File: config.mk
export PLATFORM = sky130hd
export DESIGN_NAME = ring_node
export DESIGN_NICKNAME = d
export VERILOG_FILES = /design/src/rtl/ringnode_pkg.sv /design/src/rtl/rn_decode.sv /design/src/rtl/rn_hold.sv /design/src/rtl/rn_arb.sv /design/src/rtl/ring_node.sv
export SDC_FILE = /design/constraint.sdc
export NUM_CORES = 1
export LEC_CHECK = 0
export ABC_AREA = 1
export BUFFER_PORTS_ARGS = -buffer_cell sky130_fd_sc_hd__buf_2
export CORE_ASPECT_RATIO = 1.5
export CORE_MARGIN = 3
export CORE_UTILIZATION = 34
export CTS_BUF_LIST = sky130_fd_sc_hd__clkbuf_4 sky130_fd_sc_hd__clkbuf_8
export DETAILED_ROUTE_END_ITERATION = 6
export MAX_ROUTING_LAYER = met4
export PLACE_DENSITY = 0.61
export SKIP_CTS_REPAIR_TIMING = 1
export SYNTH_ARGS = -nofsm -noshare
export SYNTH_HDL_FRONTEND = slang
export SYNTH_HIERARCHICAL = 1
export SYNTH_SLANG_ARGS = --single-unit
File: constraint.sdc
create_clock -name clk -period 6.3 [get_ports clk]
set_clock_uncertainty 0.1 [all_clocks]
set_input_delay 1.575 -clock clk [delete_from_list [all_inputs] [get_ports clk]]
set_output_delay 1.575 -clock clk [all_outputs]
set_load 0.01 [all_outputs]
File: src/rtl/ringnode_pkg.sv
package ringnode_pkg;
  localparam int NODE_W = 4;
  localparam int FN_W   = 3;
  localparam int DATA_W = 16;
  localparam int CTRL_W = 1 + 2*NODE_W + FN_W + 1;
  localparam int PKT_W  = CTRL_W + DATA_W;

  localparam logic [FN_W-1:0] FN_ADDR = 3'd0;
  localparam logic [FN_W-1:0] FN_DWR  = 3'd1;
  localparam logic [FN_W-1:0] FN_DRD  = 3'd2;
  localparam logic [FN_W-1:0] FN_RESP = 3'd3;
  localparam logic [FN_W-1:0] FN_IWR  = 3'd4;

  typedef struct packed {
    logic              vld;
    logic [NODE_W-1:0] dst;
    logic [NODE_W-1:0] src;
    logic [FN_W-1:0]   fn;
    logic              bc;
    logic [DATA_W-1:0] data;
  } pkt_t;

  function automatic pkt_t mk_pkt(input logic [NODE_W-1:0] d,
                                  input logic [NODE_W-1:0] s,
                                  input logic [FN_W-1:0]   f,
                                  input logic              b,
                                  input logic [DATA_W-1:0] x);
    pkt_t p;
    p.vld  = 1'b1;
    p.dst  = d;
    p.src  = s;
    p.fn   = f;
    p.bc   = b;
    p.data = x;
    return p;
  endfunction
endpackage

File: src/rtl/rn_decode.sv
module rn_decode import ringnode_pkg::*; #(
  parameter logic [NODE_W-1:0] NODE_ID = 4'd5
) (
  input  logic              vld,
  input  logic [NODE_W-1:0] dst,
  input  logic [NODE_W-1:0] src,
  input  logic [FN_W-1:0]   fn,
  input  logic              bc,
  input  logic              hold_full,
  output logic              hit_addr,
  output logic              hit_dwr,
  output logic              hit_drd,
  output logic              hit_resp,
  output logic              hit_iwr,
  output logic              consume
);
  logic for_me, bc_foreign, bc_home, iwr_blocked;

  assign for_me      = vld && !bc && (dst == NODE_ID);
  assign bc_foreign  = vld && bc && (src != NODE_ID);
  assign bc_home     = vld && bc && (src == NODE_ID);
  assign iwr_blocked = for_me && (fn == FN_IWR) && hold_full;

  assign hit_addr = (for_me || bc_foreign) && (fn == FN_ADDR);
  assign hit_dwr  = (for_me || bc_foreign) && (fn == FN_DWR);
  assign hit_drd  = for_me && (fn == FN_DRD);
  assign hit_resp = for_me && (fn == FN_RESP);
  assign hit_iwr  = for_me && (fn == FN_IWR) && !hold_full;
  assign consume  = (for_me && !iwr_blocked) || bc_home;
endmodule

File: src/rtl/rn_hold.sv
module rn_hold import ringnode_pkg::*; #(
  parameter int ADDR_W = 8
) (
  input  logic              clk,
  input  logic              rst_n,
  input  logic              capture,
  input  logic [NODE_W-1:0] cap_src,
  input  logic [DATA_W-1:0] cap_data,
  input  logic [ADDR_W-1:0] cap_addr,
  input  logic              accept,
  input  logic              port_busy,
  output logic              valid,
  output logic [NODE_W-1:0] h_src,
  output logic [DATA_W-1:0] h_data,
  output logic [ADDR_W-1:0] h_addr,
  output logic              wr_fire
);
  assign wr_fire = valid && accept && !port_busy;

  always_ff @(posedge clk) begin
    if (!rst_n) begin
      valid  <= 1'b0;
      h_src  <= '0;
      h_data <= '0;
      h_addr <= '0;
    end else if (capture) begin
      valid  <= 1'b1;
      h_src  <= cap_src;
      h_data <= cap_data;
      h_addr <= cap_addr;
    end else if (wr_fire) begin
      valid  <= 1'b0;
    end
  end

  AST_HOLD_KEEPS: assert property (@(posedge clk) disable iff (!rst_n)
    (valid && !wr_fire) |=> (valid && $stable(h_data) && $stable(h_addr)));
  AST_CAPTURE_EMPTY: assert property (@(posedge clk) disable iff (!rst_n)
    capture |-> !valid);
  AST_DRAIN_ON_ACCEPT: assert property (@(posedge clk) disable iff (!rst_n)
    wr_fire |=> !valid);
endmodule

File: src/rtl/rn_arb.sv
module rn_arb (
  input  logic in_vld,
  input  logic consume,
  input  logic rsp_need,
  input  logic hold_full,
  input  logic inj_req,
  output logic slot_free,
  output logic grant
);
  assign slot_free = !in_vld || consume;
  assign grant     = inj_req && slot_free && !rsp_need && !hold_full;
endmodule

File: src/rtl/ring_node.sv
module ring_node import ringnode_pkg::*; #(
  parameter logic [NODE_W-1:0] NODE_ID = 4'd5,
  parameter int                ADDR_W  = 8
) (
  input  logic              clk,
  input  logic              rst_n,
  input  logic [PKT_W-1:0]  ring_in_i,
  output logic [PKT_W-1:0]  ring_out_o,
  input  logic              inj_req_i,
  input  logic [NODE_W-1:0] inj_dst_i,
  input  logic [FN_W-1:0]   inj_fn_i,
  input  logic              inj_bc_i,
  input  logic [DATA_W-1:0] inj_data_i,
  output logic              inj_grant_o,
  output logic [ADDR_W-1:0] mem_addr_o,
  output logic              mem_we_o,
  output logic              mem_re_o,
  output logic [DATA_W-1:0] mem_wdata_o,
  input  logic [DATA_W-1:0] mem_rdata_i,
  output logic              ind_valid_o,
  output logic [NODE_W-1:0] ind_src_o,
  output logic [DATA_W-1:0] ind_data_o,
  input  logic              ind_accept_i,
  output logic              rsp_valid_o,
  output logic [NODE_W-1:0] rsp_src_o,
  output logic [DATA_W-1:0] rsp_data_o
);
  pkt_t rin, nxt, out_q;
  logic [ADDR_W-1:0] addr_q, hold_addr;
  logic hit_addr, hit_dwr, hit_drd, hit_resp, hit_iwr, consume;
  logic hold_full, wr_fire, port_busy, slot_free;

  assign rin = pkt_t'(ring_in_i);

  rn_decode #(.NODE_ID(NODE_ID)) u_dec (
    .vld(rin.vld), .dst(rin.dst), .src(rin.src), .fn(rin.fn), .bc(rin.bc),
    .hold_full(hold_full), .hit_addr(hit_addr), .hit_dwr(hit_dwr),
    .hit_drd(hit_drd), .hit_resp(hit_resp), .hit_iwr(hit_iwr), .consume(consume)
  );

  assign port_busy = hit_dwr || hit_drd;

  rn_hold #(.ADDR_W(ADDR_W)) u_hold (
    .clk(clk), .rst_n(rst_n), .capture(hit_iwr), .cap_src(rin.src),
    .cap_data(rin.data), .cap_addr(addr_q), .accept(ind_accept_i),
    .port_busy(port_busy), .valid(hold_full), .h_src(ind_src_o),
    .h_data(ind_data_o), .h_addr(hold_addr), .wr_fire(wr_fire)
  );

  rn_arb u_arb (
    .in_vld(rin.vld), .consume(consume), .rsp_need(hit_drd),
    .hold_full(hold_full), .inj_req(inj_req_i),
    .slot_free(slot_free), .grant(inj_grant_o)
  );

  assign ind_valid_o = hold_full;

  // memory port: ring traffic first, accepted indirect write otherwise
  assign mem_re_o    = hit_drd;
  assign mem_we_o    = hit_dwr || wr_fire;
  assign mem_addr_o  = port_busy ? addr_q : hold_addr;
  assign mem_wdata_o = hit_dwr ? rin.data : ind_data_o;

  always_comb begin
    if (hit_drd)
      nxt = mk_pkt(rin.src, NODE_ID, FN_RESP, 1'b0, mem_rdata_i);
    else if (inj_grant_o)
      nxt = mk_pkt(inj_dst_i, NODE_ID, inj_fn_i, inj_bc_i, inj_data_i);
    else if (slot_free)
      nxt = '0;
    else
      nxt = rin;
  end

  always_ff @(posedge clk) begin
    if (!rst_n) begin
      out_q       <= '0;
      addr_q      <= '0;
      rsp_valid_o <= 1'b0;
      rsp_src_o   <= '0;
      rsp_data_o  <= '0;
    end else begin
      out_q       <= nxt;
      rsp_valid_o <= hit_resp;
      if (hit_addr) addr_q <= rin.data[ADDR_W-1:0];
      if (hit_resp) begin
        rsp_src_o  <= rin.src;
        rsp_data_o <= rin.data;
      end
    end
  end

  assign ring_out_o = out_q;

  AST_ONE_PORT_OP: assert property (@(posedge clk) disable iff (!rst_n)
    !(mem_we_o && mem_re_o));
  AST_PASS_THROUGH: assert property (@(posedge clk) disable iff (!rst_n)
    (rin.vld && !consume) |=> (ring_out_o == $past(ring_in_i)));
  AST_REPLY_ROUTE: assert property (@(posedge clk) disable iff (!rst_n)
    hit_drd |=> (out_q.vld && out_q.fn == FN_RESP && out_q.dst == $past(rin.src)));
  AST_NO_SEND_WHILE_HELD: assert property (@(posedge clk) disable iff (!rst_n)
    ind_valid_o |-> !inj_grant_o);
  AST_GRANT_SOURCE: assert property (@(posedge clk) disable iff (!rst_n)
    inj_grant_o |=> (out_q.vld && out_q.src == NODE_ID));
  AST_RSP_PULSE: assert property (@(posedge clk) disable iff (!rst_n)
    hit_resp |=> rsp_valid_o);
endmodule

==> flow_summary.toml, run 1 <==
[status]
status = "finished clean"

[clock_network]
cts_num_sinks = 87
htree_levels = 3
cts_tree = "done"
clk_latency_ns = 0.36
clk_pin_slew_ns = 0.08
cts-root-buf = "clkbuf_8"
cts_buffers = 9
clockBufferDepth = 2

[synthesis]
synth_edf_count = 0
synth_area_um2 = 3690
synth_top_area_cell = "dfxtp_1"
syn_inst = 522
async_flop_share_pct = 0
yosysSeqAreaShare_pct = 47.2
synth-main-ff-cell = "dfxtp_1"
ys_warn_count = 6
yosysUniqueCellTypes = 24
yosys-top-cells-area = "dfxtp_1, nor2_1, nand2_1"
ys_ff_latch = 87
netlist.area_leader.share_pct = 47.2
synth_fp_nets = 595
syn_avg_cell_area_um2 = 7.07

[setup_path]
endpoint_kind = "output port"
crit_type = "in -> out"
crit_arrival_ns = 3.27
required_ns = 4.62
startpoint_type = "primary input"
cp_max_fo = 18

[power_and_ir_drop]
ir_worst_vdd_v = 0.0000985
cellPowerDensity_nw_per_um2 = 230
clock_power_share_pct = 39.5
power.share.sequential_pct = 51.1
switching_share_pct = 24.6
p_sw_mw = 0.273
p_comb_share_pct = 9.4
internal_power_mw = 0.834
leakagePower_nw = 2.60

[flow_run]
maxCapViolations = 0

[floorplanning]
die_area_um2 = 12200
core-area_um2 = 10600
io_pins = 171
chipHeight_um = 134
initial_core_util_pct = 34.8
num_rows = 46
die_x_um = 91.1

[placement]
post-place-ws_ns = 1.36
dpl.hpwl_um = 9150
port_buffers = 170
routabilityCongestion = 0.841

[cells_and_area]
fin_util_pct = 45.4
layout_commonest_cell = "buf_2"
area_growth_syn_to_layout_pct = 30.3
layout-drive-gt1-share_pct = 31.0
layout.nets = 752
final_cell_mix = "buf_2, nand2_1, nor2_1, dfxtp_1, o21ai_0"

[detailed_routing]
antenna_left = 0
drt-pass1-iter-count = 4
wire_per_inst_um = 15.2
via_count = 3973
viasPerCell = 4.79
drc = 0
drtIter0Drc = 148
drt-total-wl_um = 12600

[sta]
finalHoldViolations = 0
rsz0062_at_grt = "no"
finalSetupViolCount = 0
worst_slew_pin_slew_ns = 0.910
fmax_mhz = 202
tns_ns = 0
slew_viol_final = 0
setup_slack_ns = 1.35
fin_crit_ns = 4.95
min_period_over_period_pct = 78.5
relSlewSlack_pct = 39.3

[global_route]
use_met1_pct = 22.8
grt_pass1_vias = 3886
grt-ovfl-total = 0
grtUsageTotal_pct = 20.9
grt_pass1_wl_um = 19600
grt_max_degree = 81
antenna_found_initial = 1
busiest_layer = "met2"
use_met3_pct = 2.77
use_met2_pct = 36.1

[min_path]
min_path_type = "reg -> reg"
-- metrics by stage --
step                hold WS [ns]  power, mW  cell area (µm²)  cells
finish                     0.404       1.11             4810    829
detailed placement         0.381      0.683             4580    812
floorplan                  0.353      0.628             3690    522
global route               0.441       1.15             4810    829
global placement           0.367      0.682             4580    812
CTS                        0.407       1.12             4800    828
-- synthesized netlist by cell type, types with 3 or more instances --
library cell / count
inv_1: 20
buf_6: 7
nand2_1: 117
nand3_1: 6
nor2_1: 118
o21ai_0: 72
a21oi_1: 50
nor2_2: 5
inv_2: 3
dfxtp_1: 87
o21ai_1: 5
buf_2: 15
-- cells by family (layout without fill, tap and decap cells) --
logic type	Yosys count	in the layout	share of synthesized area, %
AOI/OAI and AO/OA	129	129	17.7
other	0	1	0
DFF	87	87	47.2
buffers and inverters	54	216	7.97
and+or+nand+nor	252	252	27.1
-- metal layers --
layer  wire, µm  vias up
met4        484        0
met2       6480      142
met3        572       29
met5          0        -
li1           -     1980
met1       5070     1822
-- final timing paths --
path                               startpoint             end  slack (ns)  cells past startpoint
worst max-delay path            ring_in_i[27]        mem_we_o        1.35                     10
worst min-delay path            rsp_data_o[8]   rsp_data_o[8]        0.40                      2
worst max register to register   u_hold/valid  ring_out_o[14]        4.28                      9
worst min register to register  rsp_data_o[8]   rsp_data_o[8]        0.40                      2
-- registers in the layout, summed over array words and instances (netlist names) --
signal and flops:
rsp_src_o 4, u_hold/valid 1, rsp_valid_o 1, u_hold/h_data 16
rsp_data_o 16, u_hold/h_src 4, u_hold/h_addr 8, ring_out_o 29
addr_q 8
-- critical path: stages --
cell and delay (ns):
buf_2 0.11, nor2_1 0.20, nand3_2 0.18, a21oi_2 0.19
buf_4 0.28, nor2_4 0.10, inv_2 0.15, nor2_1 0.07
or2_2 0.26, buf_2 0.14
-- power groups by stage --
stage | registers [mW] | clock network (mW) | logic, mW
final | 0.566 | 0.437 | 0.104
after global routing | 0.567 | 0.469 | 0.115
after CTS | 0.566 | 0.449 | 0.105
after detailed placement | 0.579 | 0 | 0.104
after global placement | 0.579 | 0 | 0.103
after floorplan | 0.585 | 0 | 0.0435
-- layout make-up --
| type | count | area (µm²) |
|---|---|---|
| diodes | 1 | 2.50 |
| clock buffers | 10 | 138 |
| clock inverters | 6 | 83.8 |
| fillers | 1174 | 5780 |
| inverters | 24 | 92.6 |
| multi-input cells | 381 | 1670 |
| flip-flops and latches | 87 | 1740 |
| well taps | 144 | 180 |
| repair buffers | 176 | 896 |
No activity file was read; power rests on OpenSTA's default activity.
==> run 2: changes to the inputs <==
PLACE_DENSITY = 0.64   (was 0.61)
clock period = 4.1 ns   (was 6.3 ns; I/O delays follow)
==> run 2 against run 1 <==
Effect of this change:
- core utilization decreased by 0.083 points
- sequential share of layout area increased by 0.066 points
- highest routed layer unchanged
- design area shrank 0.18%
- critical path depth decreased by 1
- global-route usage is essentially flat
- first-iteration DRC count is 10% lower
- clock power increased by 43%
- via count decreased by 0.28%
- sequential power increased by 54%
- cell count did not move
==> flow_summary.toml, run 2 (synthesis gave the netlist of run 1 again) <==
[status]
status = "finished clean"

[power_and_ir_drop]
internal_power_mw = 1.24
switching_share_pct = 25.1
cellPowerDensity_nw_per_um2 = 345
p_sw_mw = 0.416
ir_worst_vdd_v = 0.000222
leakagePower_nw = 2.60
power.share.sequential_pct = 52.5
clock_power_share_pct = 37.8
p_comb_share_pct = 9.7

[setup_path]
cp_slowest_cell = "or2_2"
crit_start = "ring_in_i[27]"
crit_arrival_ns = 2.50
crit_type = "in -> out"
r2r-end = "ring_out_o[8]"
cp_max_fo = 10
endpoint_kind = "output port"
regToRegStartpoint = "u_hold/valid"
cp.depth = 9
crit_end = "mem_we_o"
required_ns = 2.97
slowest_delay_ns = 0.26
crit_chain = "buf_2, nor2_1, nand3_2, nor3_2, nor2_4, inv_2, nor2_1, or2_2, buf_2"
r2r_cells = 9
path_buf_inv = 3
startpoint_type = "primary input"
regToRegSetupSlack_ns = 1.96
crit_family = "simple AND/OR/NAND/NOR gates"

[detailed_routing]
drc = 0
drt-pass1-iter-count = 4
wire_per_inst_um = 15.1
viasPerCell = 4.78
drtIter0Drc = 133
antenna_left = 0
via_count = 3962
drt-total-wl_um = 12500

[clock_network]
htree_levels = 3
cts_num_sinks = 87
clk_latency_ns = 0.35
cts-root-buf = "clkbuf_8"
cts_tree = "done"
clk_pin_slew_ns = 0.09
clockBufferDepth = 2
cts_buffers = 9

[sta]
finalHoldViolations = 0
relSlewSlack_pct = 52.7
fin_hold_ws_ns = 0.395
fmax_mhz = 276
slew_viol_final = 0
fin_crit_ns = 3.62
min_period_over_period_pct = 88.4
tns_ns = 0
rsz0062_at_grt = "no"
finalSetupViolCount = 0
worst_slew_pin_slew_ns = 0.710

[placement]
port_buffers = 170
dpl.hpwl_um = 9300
routabilityCongestion = 0.871

[cells_and_area]
layout_commonest_cell = "buf_2"
largest_register_ffs = 29
layout.nets = 753
layout-drive-gt1-share_pct = 31.1
final_cell_mix = "buf_2, nand2_1, nor2_1, dfxtp_1, o21ai_0"
area_growth_syn_to_layout_pct = 30.0
diodes = 0

[floorplanning]
chipHeight_um = 134
die_x_um = 91.1
num_rows = 46
core-area_um2 = 10600
die_area_um2 = 12200
initial_core_util_pct = 34.8
io_pins = 171

[flow_run]
maxCapViolations = 0

[global_route]
grtUsageTotal_pct = 20.9
grt_max_degree = 42
antenna_found_initial = 0
grt_pass1_vias = 3825
grt-ovfl-total = 0
grt_pass1_wl_um = 19900

[min_path]
min_path_type = "reg -> reg"
hold_depth = 2
==> run 2: changes by cell type in the layout (fill, tap and decap cells not counted) <==
| cell | change |
|---|---|
| buf_4 | +1 |
| bufinv_16 | -1 |
| clkbuf_8 | +1 |
| clkinv_2 | -1 |
| clkinvlp_4 | +1 |
| diode_2 | -1 |
==> run 2: worst reg2reg max path, cell delays in order (launching register included) <==
cell	delay [ns]
dfxtp_1	0.54
nand3_1	0.14
nand3_1	0.08
nand2_1	0.06
nor2_1	0.21
nor2_2	0.07
buf_4	0.24
nor2_8	0.31
nand2_1	0.16
a21oi_1	0.16
==> run 2: area by class of cell <==
type,instances,area (µm²)
clock buffer,11,151
clock inverter,5,56.3
fill,1159,5790
inverter,24,92.6
multi-input combinational,381,1670
sequential,87,1740
tap,144,180
timing repair buffer,177,903
==> run 2: worst min path at each step <==
stage / startpoint / slack (ns) / end
floorplan: u_hold/h_addr[3] / 0.35 / u_hold/h_addr[3]
global placement: u_hold/h_addr[3] / 0.37 / u_hold/h_addr[3]
detailed placement: rsp_data_o[1] / 0.38 / rsp_data_o[1]
CTS: u_hold/h_addr[3] / 0.40 / u_hold/h_addr[3]
global route: u_hold/h_addr[3] / 0.43 / u_hold/h_addr[3]
finish: u_hold/h_addr[3] / 0.39 / u_hold/h_addr[3]
==> run 2: power groups by stage <==
stage | clock, mW | sequential [mW] | combinational, mW
2_1_floorplan | 0 | 0.898 | 0.0669
3_3_place_gp | 0 | 0.889 | 0.160
3_5_place_dp | 0 | 0.889 | 0.161
4_1_cts | 0.644 | 0.869 | 0.162
5_1_grt | 0.670 | 0.871 | 0.178
6_report | 0.625 | 0.869 | 0.161
==> run 2: routing by layer <==
layer	up-vias	track usage, %	wire length, µm
met3	27	3.84	687
met5	-	-	0
met2	146	37.0	6610
met4	0	8.72	317
li1	1982	-	-
met1	1807	22.8	4920
==> run 2: stage by stage <==
step           total power, mW  instances  cell area [µm²]  util, %  worst slack [ns]
6_report                  1.66        829             4800     45.3             0.477
5_1_grt                   1.72        829             4800     45.3             0.332
4_1_cts                   1.67        829             4800     45.3             0.469
3_5_place_dp              1.05        813             4590     43.3             0.471
3_3_place_gp              1.05        813             4590     43.3             0.518
2_1_floorplan            0.965        522             3690        -             0.558
